<file path="src/rtl/dma_handshake_ctrl.sv">
module dma_handshake_ctrl #(
  parameter int AW = 16,
  parameter int DW = 32
) (
  input  logic          clk,
  input  logic          rst_n,
  input  logic          cfg_we,
  input  logic          cfg_sel,
  input  logic [AW-1:0] cfg_wdata,
  input  logic          per_req,
  output logic          per_ack,
  output logic          bus_req,
  input  logic          bus_grant,
  output logic [AW-1:0] bus_addr,
  output logic          bus_rd,
  output logic          bus_we,
  output logic [DW-1:0] bus_wdata,
  input  logic [DW-1:0] bus_rdata,
  output logic          done
);
  typedef enum logic [2:0] {S_IDLE, S_WAIT, S_READ, S_WRITE, S_DRAIN} state_t;

  state_t        st;
  logic [AW-1:0] src_q, dst_q;
  logic [DW-1:0] data_q;

  always_ff @(posedge clk) begin
    if (!rst_n) begin
      st     <= S_IDLE;
      src_q  <= '0;
      dst_q  <= '0;
      data_q <= '0;
      done   <= 1'b0;
    end else begin
      done <= 1'b0;
      if (cfg_we && st == S_IDLE) begin
        if (cfg_sel) dst_q <= cfg_wdata;
        else         src_q <= cfg_wdata;
      end
      case (st)
        S_IDLE:  if (per_req && !bus_grant) st <= S_WAIT;
        S_WAIT:  if (bus_grant) st <= S_READ;
        S_READ:  begin
          data_q <= bus_rdata;
          st     <= S_WRITE;
        end
        S_WRITE: st <= S_DRAIN;
        S_DRAIN: if (!bus_grant && !per_req) begin
          st   <= S_IDLE;
          done <= 1'b1;
        end
        default: st <= S_IDLE;
      endcase
    end
  end

  logic rd_cyc, wr_cyc;
  assign rd_cyc    = (st == S_READ)  && bus_grant;
  assign wr_cyc    = (st == S_WRITE) && bus_grant;

  assign bus_req   = (st == S_WAIT) || (st == S_READ) || (st == S_WRITE);
  assign per_ack   = (st == S_READ) || (st == S_WRITE);
  assign bus_rd    = rd_cyc;
  assign bus_we    = wr_cyc;
  assign bus_addr  = rd_cyc ? src_q : (wr_cyc ? dst_q : '0);
  assign bus_wdata = wr_cyc ? data_q : '0;
endmodule

</file>
<file path="config.mk">
export PLATFORM = sky130hd
export DESIGN_NAME = dma_handshake_ctrl
export DESIGN_NICKNAME = d
export VERILOG_FILES = /design/src/rtl/dma_handshake_ctrl.sv
export SDC_FILE = /design/constraint.sdc
export NUM_CORES = 1
export LEC_CHECK = 0
export BUFFER_PORTS_ARGS = -buffer_cell sky130_fd_sc_hd__buf_2
export CAP_MARGIN = 25
export CORE_ASPECT_RATIO = 0.6
export CORE_UTILIZATION = 25
export CTS_BUF_LIST = sky130_fd_sc_hd__clkbuf_8 sky130_fd_sc_hd__clkbuf_16
export CTS_CLUSTER_SIZE = 20
export DETAILED_ROUTE_END_ITERATION = 8
export GPL_TIMING_DRIVEN = 1
export PLACE_DENSITY = 0.43
export SLEW_MARGIN = 20
export SYNTH_ARGS = -nofsm -noshare
export SYNTH_HDL_FRONTEND = slang
export SYNTH_SLANG_ARGS = --single-unit
</file>
<file path="constraint.sdc">
create_clock -name clk -period 2.2 [get_ports clk]
set_clock_uncertainty 0.2 [all_clocks]
set_input_delay 0.44 -clock clk [delete_from_list [all_inputs] [get_ports clk]]
set_output_delay 0.44 -clock clk [all_outputs]
set_load 0.02 [all_outputs]
</file>
Yosys cells after proc, flatten, opt, wreduce, memory -nomap -nowiden
Index checks and enable logic that the tools add are counted.
- output and inout bits: 53
- logic and storage cells: 36
- latch bits: 0
- input bits: 54
- RAM bits: 0
- bits in registers: 68
- memories: 0
- bits in read-only memories: 0
- divide/modulo/power cells: 0
- muxes and demuxes: 8
- $lt $le $gt $ge: 0
- shifts and indexed selects: 0
- equality and inequality tests: 7
- multiply operators: 0
- add/subtract/negate cells: 0
- reductions and logical operators: 15
- bitwise gates (word level): 1
- operators with widths (cell ; count):
    16-bit two-way mux ; 2
    32-bit two-way mux ; 1
    3-bit case mux with 5 select lines ; 1
    3-bit two-way mux ; 3
    3-bit by 2-bit == test with 1-bit output (second input constant) ; 2
    2-bit AND reduction ; 3
    1-bit logical AND ; 5
    2-bit inequality test (second input constant) ; 2
    3-bit by 1-bit == test with 1-bit output (second input constant) ; 1
    3-bit == test (second input constant) ; 1
    3-bit zero test ; 1
    1-bit logical OR ; 3
    3-bit AND reduction ; 1
    1-bit zero test ; 2
    2-bit by 1-bit inequality test with 1-bit output (second input constant) ; 1
    1-bit two-way mux ; 1
    1-bit NOT ; 1

Longest topological paths before layout
Gate-level depths: netlist of the first run.
- depth in word-level cells: 4
- depth in mapped cells: 6
- depth with buffers taken out: 3

Worst setup path after synthesis of the first run
No wires, ideal clock.
- kind: register to output
- start point: register st[1]
- end point: output port bus_wdata[12]
- cell stages (with the launch flop): 7
- slack: 0.078 ns
- required time: 1.560 ns
- arrival time: 1.482 ns
- buffers on the path: 3
- path through: dfxtp_1 > buf_4 > nor2b_2 > and3_1 > buf_4 > clkbuf_2 > and2_1
- word-level cells in the longest chain between the ends: 3
- RTL lines (element ; line ; text):
    start, declared ; 23 ; state_t st;
    start signal, assigned ; 29 ; st <= S_IDLE;
    start signal, assigned ; 41 ; S_IDLE: if (per_req && !bus_grant) st <= S_WAIT;
    start signal, assigned ; 42 ; S_WAIT: if (bus_grant) st <= S_READ;
    3-bit by 2-bit == test with 1-bit output ; 59 ; assign wr_cyc = (st == S_WRITE) && bus_grant;
    1-bit logical AND ; 59 ;
    32-bit two-way mux ; 66 ; assign bus_wdata = wr_cyc ? data_q : '0;
    end, declared ; 17 ; output logic [DW-1:0] bus_wdata,
No other way between the ends.

Worst setup path after layout of the first run
- start point: register st[1]
- end point: output port bus_addr[9]
- word-level cells in the longest chain between the ends: 4
- elaborated cells on any way between the ends: 6
- classes of those cells: 2 x eq/ne; 2 x mux; 2 x reduce/logical
- RTL lines (element ; line ; text):
    3-bit by 2-bit == test with 1-bit output ; 59 ;
    1-bit logical AND ; 59 ;
    16-bit two-way mux ; 65 ; assign bus_addr = rd_cyc ? src_q : (wr_cyc ? dst_q : '0);
    16-bit two-way mux (*) ; 65 ;
    end, declared ; 14 ; output logic [AW-1:0] bus_addr,
Mark *: on every way between the ends. The rest lies on a longest branch, timed or not.

==> results.yml, run 1 <==
clocking:
  cts_sinks: 68
  clock_insertion_delay_worst_skew_ns: 0.32
  count_of_h_tree_levels_built_during_cts: 3
  postCtsHoldBufs: 0
  cts.path.max_buffers: 2
  cts_tree: "built"
  cts.reportedPaths.clkPinSlew_ns: 0.05
  clockRootBuffer: "sky130_fd_sc_hd__clkbuf_16"
  tritoncts.num_buffers: 9
finish:
  multiInputGateArea_um2: 1530
  filler_cell_count: 1201
  sequential_cell_area_um2: 1370
  num-nets-final: 501
  final_core_utilization_pct: 38.2
  synthToLayoutAreaGrowth_pct: 45.3
  diodes: 0
  drive_gt1_share_pct: 34.2
worst_hold_path:
  hold_end: "data_q[13]$_SDFFE_PN0N_"
  startpoint_of_the_tightest_hold_check_path: "bus_rdata[13]"
  worstHoldPathType: "input pin to flip-flop"
  timing.hold.worst_path_depth: 3
synthesis:
  synth_sequential_area_ratio_pct: 45.0
  synthFlopType: "sky130_fd_sc_hd__dfxtp_1"
  syn_area_per_cell_um2: 8.79
  postSynthRegisterBits: 68
  netlist_area_um2: 3030
  ys_top_cells_by_count: "sky130_fd_sc_hd__nand2_1 (115), sky130_fd_sc_hd__dfxtp_1 (68), sky130_fd_sc_hd__and2_1 (34)"
  count_of_flip_flops_with_a_built_in_enable_after_synthesis: 0
  ys_warn_count: 0
  ys_types: 27
  netlist.area_leader.share_pct: 45.0
  synth_top_cells_by_area: "sky130_fd_sc_hd__dfxtp_1 (45%), sky130_fd_sc_hd__nand2_1 (14%), sky130_fd_sc_hd__mux2i_1 (11%)"
  netlist.top_cell.by_area: "sky130_fd_sc_hd__dfxtp_1"
  post-synth-top-count-cell: "sky130_fd_sc_hd__nand2_1"
  asyncSetResetFlopFracSynth_pct: 0
  postSynthCellCount: 344
  synth_fp_nets: 398
sta:
  max_freq_ghz: 0.454
  setup_tns_ns: -0.00726
  rsz_0062_raised_after_global_routing: "yes"
  hold_viol: 0
  max_slew.worst_pin.slew_ns: 0.538
  min_period_over_period_pct: 100
  worst_relative_slew_slack_pct: 64.0
  post_route_worst_hold_slack_ns: 0.151
  finalCriticalPeriod_ns: 2.20
  slew_violations: 0
  setup_viol_count_final: 2
  post-route-worst-setup-slack_ns: -0.00367
global_routing:
  grt_antenna_before_repair: 0
  first_pass_grt_wire_length_mm: 12.2
  grt_max_degree: 85
  global_route.overflow_total: 0
  global_route.usage.total_pct: 12.9
  first_global_vias: 2412
setup_path:
  crit_path_end_kind: "output port"
  timing.critical_path.max_delay_family: "flip-flops"
  reg2regPathDepth: 5
  timing.critical_path.slowest_stage_cell: "sky130_fd_sc_hd__dfxtp_4"
  r2r_slack_ns: 0.44
  critPathMaxStageDelay_ns: 0.35
  worst_ep_required_ns: 1.56
  rr_endpoint: "src_q[8]$_SDFFE_PN0P_"
  criticalPathCategory: "flip-flop to output port"
  reg2reg_from: "st[2]$_SDFFE_PN0P_"
  cp.arrival_ns: 1.56
  critical_path_peak_fanout: 23
  crit_path_start_kind: "flip-flop"
  sequence_of_cells_on_the_critical_path: "nor2b_4 -> and3_4 -> buf_12 -> a22o_1 -> buf_4"
  cp_num_buf_inv: 2
floorplan:
  rows: 30
  die_x_um: 144
  core-area_um2: 11500
  die_h_um: 87.2
  design.die.area_um2: 12600
  floorplan.io_pins: 107
  initial_utilization_pct: 26.3
status:
  status: "finished, violations left"
  failed_checks: "negative setup slack"
drt:
  drc_violations_left: 0
  dr.first_iter.drc_count: 108
  wirelength_mm: 7.92
  drtPass1Iterations: 4
  via_density_per_instance: 4.25
  routed-via-count: 2593
  antenna_left: 0
  routedWlPerCell_um: 13.0
power_and_ir_drop:
  leakage_nw: 1.90
  power_density_nw_per_um2: 657
  total_power_mw: 2.89
  vdd_ir_drop_max_uv: 344
placed_design:
  dp_hpwl_mm: 5.11
  placement.io_buffers: 106
  gp_routability_congestion: 0.712
job:
  max_cap_viol_count: 0
[how the worst max path moves through the flow]
stage               endpoint  cells after the start          startpoint  slack (ns)
3_3_place_gp    bus_addr[10]                      5           bus_grant        0.13
4_1_cts          bus_addr[6]                      5  st[2]$_SDFFE_PN0P_       -0.05
3_5_place_dp     bus_addr[9]                      5           bus_grant        0.11
6_report         bus_addr[9]                      5  st[1]$_SDFFE_PN0P_      -0.004
5_1_grt          bus_addr[7]                      5  st[2]$_SDFFE_PN0P_       -0.09
2_1_floorplan  bus_wdata[12]                      6  st[1]$_SDFFE_PN0P_        0.08
[cell families after synthesis]
| logic type | share of synthesized area [%] |
|---|---|
| AND/OR/NAND/NOR | 25.4 |
| flip-flops | 45.0 |
| AO/OA/AOI/OAI | 13.0 |
| multiplexers | 11.0 |
| buffers and inverters | 5.58 |
[cell usage in the layout (no fill, tap or decap)]
master	n
sky130_fd_sc_hd__dfxtp_1	65
sky130_fd_sc_hd__or3b_1	1
sky130_fd_sc_hd__buf_6	41
sky130_fd_sc_hd__and2b_1	1
sky130_fd_sc_hd__nor4b_4	1
sky130_fd_sc_hd__buf_16	1
sky130_fd_sc_hd__a22o_1	16
sky130_fd_sc_hd__nor3b_4	1
sky130_fd_sc_hd__nor3b_1	1
sky130_fd_sc_hd__dfxtp_4	2
sky130_fd_sc_hd__buf_4	15
sky130_fd_sc_hd__nor2b_4	1
sky130_fd_sc_hd__buf_2	58
sky130_fd_sc_hd__clkbuf_8	3
sky130_fd_sc_hd__and2_4	9
sky130_fd_sc_hd__o21bai_1	1
sky130_fd_sc_hd__and3_4	1
sky130_fd_sc_hd__o22ai_1	1
sky130_fd_sc_hd__mux2i_1	32
sky130_fd_sc_hd__dfxtp_2	1
sky130_fd_sc_hd__nand2_2	1
sky130_fd_sc_hd__clkinv_2	2
sky130_fd_sc_hd__nor2_1	5
sky130_fd_sc_hd__clkbuf_16	11
sky130_fd_sc_hd__a21boi_1	10
sky130_fd_sc_hd__mux2_2	1
sky130_fd_sc_hd__a21boi_0	22
sky130_fd_sc_hd__buf_12	4
sky130_fd_sc_hd__nand2_1	115
sky130_fd_sc_hd__and4b_1	1
sky130_fd_sc_hd__or3b_2	1
sky130_fd_sc_hd__and2_1	25
[where the power goes]
group          total [mW]  switching [mW]  leakage [nW]  internal, mW
Combinational       0.248           0.128          1.21         0.120
Sequential           1.31          0.0268         0.554          1.28
Clock                1.33           0.494         0.140         0.837
[layer usage]
layer  routed length (um)  up-vias  GRT usage, %
met2                 3300       61          18.9
met4                   98        0          4.64
met5                    0        -             0
met1                 4100     1188          16.9
li1                     -     1337             -
met3                  428        7          5.44
[per-stage QoR]
step	cell area (um2)	setup WS, ns	instances
2_1_floorplan	3030	0.0781	344
3_5_place_dp	3700	0.112	591
6_report	4400	-0.00367	610
4_1_cts	4160	-0.0550	607
3_3_place_gp	3700	0.130	591
5_1_grt	4400	-0.0923	610
[tightest hold or removal path, delay by kind of cell]
family	cells	cell delay, ns
buf+inv	1	0.10
simple gates	1	0.04
compound gates	1	0.05
[cell type report]
class                   count  share of cell area, %
clock buffers              12                   6.06
clock inverters             2                  0.228
multi-input cells         247                   34.7
flip-flops and latches     68                   31.2
well taps                 160                   4.55
repair buffers            121                   23.2
[repair_timing]
action,in CTS,in global routing
endpoints found under the hold margin,0,0
pin swaps,0,2
gates cloned,1,2
setup endpoints to repair,48,48
buffers inserted,1,1
resized for setup,50,59
[sequential cells by signal, indices dropped and copies added, names as in the netlist]
| signal | flops |
|---|---|
| dst_q | 16 |
| done | 1 |
| st | 3 |
| data_q | 32 |
| src_q | 16 |
Note: power is estimated with default switching activity, not from simulation.
==> inputs of run 2 (changes only) <==
Settings changed: ABC_AREA from default to 1.
==> results.yml, run 2 <==
status:
  status: "finished, final reports clean"
placed_design:
  gp_routability_congestion: 0.770
  dp_hpwl_mm: 5.70
  place_inst: 676
  placement.io_buffers: 106
synthesis:
  post-synth-top-count-cell: "sky130_fd_sc_hd__nand2_1"
  synth_top_cells_by_area: "sky130_fd_sc_hd__dfxtp_1 (46%), sky130_fd_sc_hd__nand2_1 (9.3%), sky130_fd_sc_hd__nor2_1 (9.1%)"
  syn_area_per_cell_um2: 6.92
  asyncSetResetFlopFracSynth_pct: 0
  synthFlopType: "sky130_fd_sc_hd__dfxtp_1"
  ys_warn_count: 0
  ys_types: 18
  netlist.top_cell.by_area: "sky130_fd_sc_hd__dfxtp_1"
  postSynthRegisterBits: 68
  netlist.area_leader.share_pct: 46.0
  synth_sequential_area_ratio_pct: 46.0
  synth_fp_nets: 481
  ys_top_cells_by_count: "sky130_fd_sc_hd__nand2_1 (73), sky130_fd_sc_hd__nor2_1 (72), sky130_fd_sc_hd__dfxtp_1 (68)"
  count_of_flip_flops_with_a_built_in_enable_after_synthesis: 0
  netlist_area_um2: 2960
  postSynthCellCount: 427
worst_hold_path:
  startpoint_of_the_tightest_hold_check_path: "cfg_wdata[7]"
  timing.hold.worst_path_depth: 3
  worstHoldPathType: "input pin to flip-flop"
  hold_end: "dst_q[7]$_SDFFE_PN0P_"
setup_path:
  timing.critical_path.slowest_stage_cell: "sky130_fd_sc_hd__dfxtp_4"
  critical_path_peak_fanout: 12
  cp.arrival_ns: 1.56
  rr_endpoint: "src_q[14]$_SDFFE_PN0P_"
  worst_ep_required_ns: 1.56
  reg2reg_from: "st[2]$_SDFFE_PN0P_"
  sequence_of_cells_on_the_critical_path: "inv_2 -> nand4_1 -> buf_4 -> bufbuf_16 -> o21ai_1 -> buf_4"
  criticalPathCategory: "flip-flop to output port"
  critPathMaxStageDelay_ns: 0.36
  r2r_slack_ns: 0.45
  reg2regPathDepth: 6
  crit_path_start_kind: "flip-flop"
  worst_path_most_repeated_cell: "sky130_fd_sc_hd__buf_4"
  crit_path_end_kind: "output port"
finish:
  filler_cell_count: 1231
  sequential_cell_area_um2: 1370
  most-common-layout-cells: "sky130_fd_sc_hd__nand2_1 (73), sky130_fd_sc_hd__dfxtp_1 (66), sky130_fd_sc_hd__buf_2 (63), sky130_fd_sc_hd__inv_1 (58)"
  largest_regs: "data_q (32), dst_q (16), src_q (16)"
  registers.top_by_ff_count: "data_q"
  layoutNonFillerInstCount: 699
  most_common_cell_after_layout_fill_and_taps_aside: "sky130_fd_sc_hd__nand2_1"
  synthToLayoutAreaGrowth_pct: 45.0
  drive_gt1_share_pct: 31.9
  multiInputGateArea_um2: 1300
  largest_register_ffs: 32
  num-nets-final: 588
  diodes: 0
sta:
  rsz_0062_raised_after_global_routing: "yes"
  hold_viol: 0
  worst_relative_slew_slack_pct: 61.3
  max_freq_ghz: 0.455
  setup_tns_ns: 0
  setup_viol_count_final: 0
  slew_violations: 0
  max_slew.worst_pin.slew_ns: 0.581
  finalCriticalPeriod_ns: 2.20
  min_period_over_period_pct: 100
clocking:
  cts.path.max_buffers: 2
  cts_tree: "built"
  cts_sinks: 68
  clockRootBuffer: "sky130_fd_sc_hd__clkbuf_16"
  clock_insertion_delay_worst_skew_ns: 0.32
  tritoncts.num_buffers: 9
  count_of_h_tree_levels_built_during_cts: 3
  cts.reportedPaths.clkPinSlew_ns: 0.05
job:
  max_cap_viol_count: 0
drt:
  routed-via-count: 2975
  drc_violations_left: 0
  routedWlPerCell_um: 12.4
  wirelength_mm: 8.66
  via_density_per_instance: 4.26
  drtPass1Iterations: 4
  dr.first_iter.drc_count: 108
  antenna_left: 0
floorplan:
  rows: 30
  die_h_um: 86.2
  core-area_um2: 11400
  die_x_um: 142
  floorplan.io_pins: 107
  design.die.area_um2: 12300
  initial_utilization_pct: 25.9
global_routing:
  grt_antenna_before_repair: 0
  grt_max_degree: 66
  first_pass_grt_wire_length_mm: 13.7
  first_global_vias: 2699
  global_route.overflow_total: 0
  global_route.usage.total_pct: 14.6
power_and_ir_drop:
  power_density_nw_per_um2: 718
  leakage_nw: 1.89
  vdd_ir_drop_max_uv: 330
run 2: cell families (layout without fill, tap and decap cells):
logic type      Yosys count  after routing  share of synthesized area, %
compound gates           97             97                          16.4
buf+inv                  87            199                          12.5
flops                    68             68                          46.0
simple gates            175            175                          25.1
run 2: how the worst max path moves through the flow:
stage                             from            end  slack, ns  cells after the start
floorplan           st[1]$_SDFFE_PN0P_   bus_addr[10]       0.26                      4
global placement             bus_grant    bus_addr[9]       0.26                      5
detailed placement           bus_grant   bus_addr[10]       0.19                      5
CTS                 st[2]$_SDFFE_PN0P_   bus_wdata[4]      -0.02                      6
global route        st[2]$_SDFFE_PN0P_  bus_wdata[17]      -0.09                      6
finish              st[2]$_SDFFE_PN0P_    bus_addr[2]     0.0001                      6
run 2: per-layer routing:
| layer | track usage [%] | vias to the layer above | routed length [um] |
|---|---|---|---|
| li1 | - | 1562 | - |
| met4 | 4.40 | 0 | 62 |
| met1 | 21.4 | 1304 | 4570 |
| met5 | 0 | - | 0 |
| met2 | 19.8 | 102 | 3320 |
| met3 | 4.86 | 7 | 711 |
run 2: final cells by class:
type | instances | share of cell area [%]
clock buffer | 14 | 6.86
sequential | 68 | 31.9
tap | 160 | 4.67
multi-input combinational | 272 | 30.2
timing repair buffer | 124 | 21.0
inverter | 59 | 5.17
clock inverter | 2 | 0.175
run 2: worst max-delay path: cells and delay by family, from the launching register on:
family          cells  cell delay [ns]
buf+inv             4             0.67
simple gates        1             0.09
flops               1             0.36
compound gates      1             0.12
run 2: repair_timing:
action | in CTS | in global routing
gates cloned | 2 | 0
setup buffers | 3 | 2
gates resized for setup | 40 | 59
setup endpoints to repair | 5 | 49
hold buffers | 0 | 0
pin swaps | 1 | 0
run 2: per-stage QoR:
stage / cell area (um2) / hold slack (ns) / power, mW / setup slack, ns / utilization [%]
CTS: 4130 / 0.146 / 3.12 / -0.0243 / 36.2
global placement: 3650 / 0.238 / 1.67 / 0.262 / 32.0
finish: 4290 / 0.161 / 3.08 / 0.000106 / 37.6
detailed placement: 3650 / 0.245 / 1.67 / 0.194 / 32.0
global route: 4290 / 0.161 / 3.23 / -0.0857 / 37.6
floorplan: 2960 / 0.230 / 1.55 / 0.260 / -
run 2: power breakdown:
part	internal [mW]	switching (mW)
registers	1.30	0.0237
logic	0.124	0.209
clock network	0.909	0.513
total	2.33	0.745
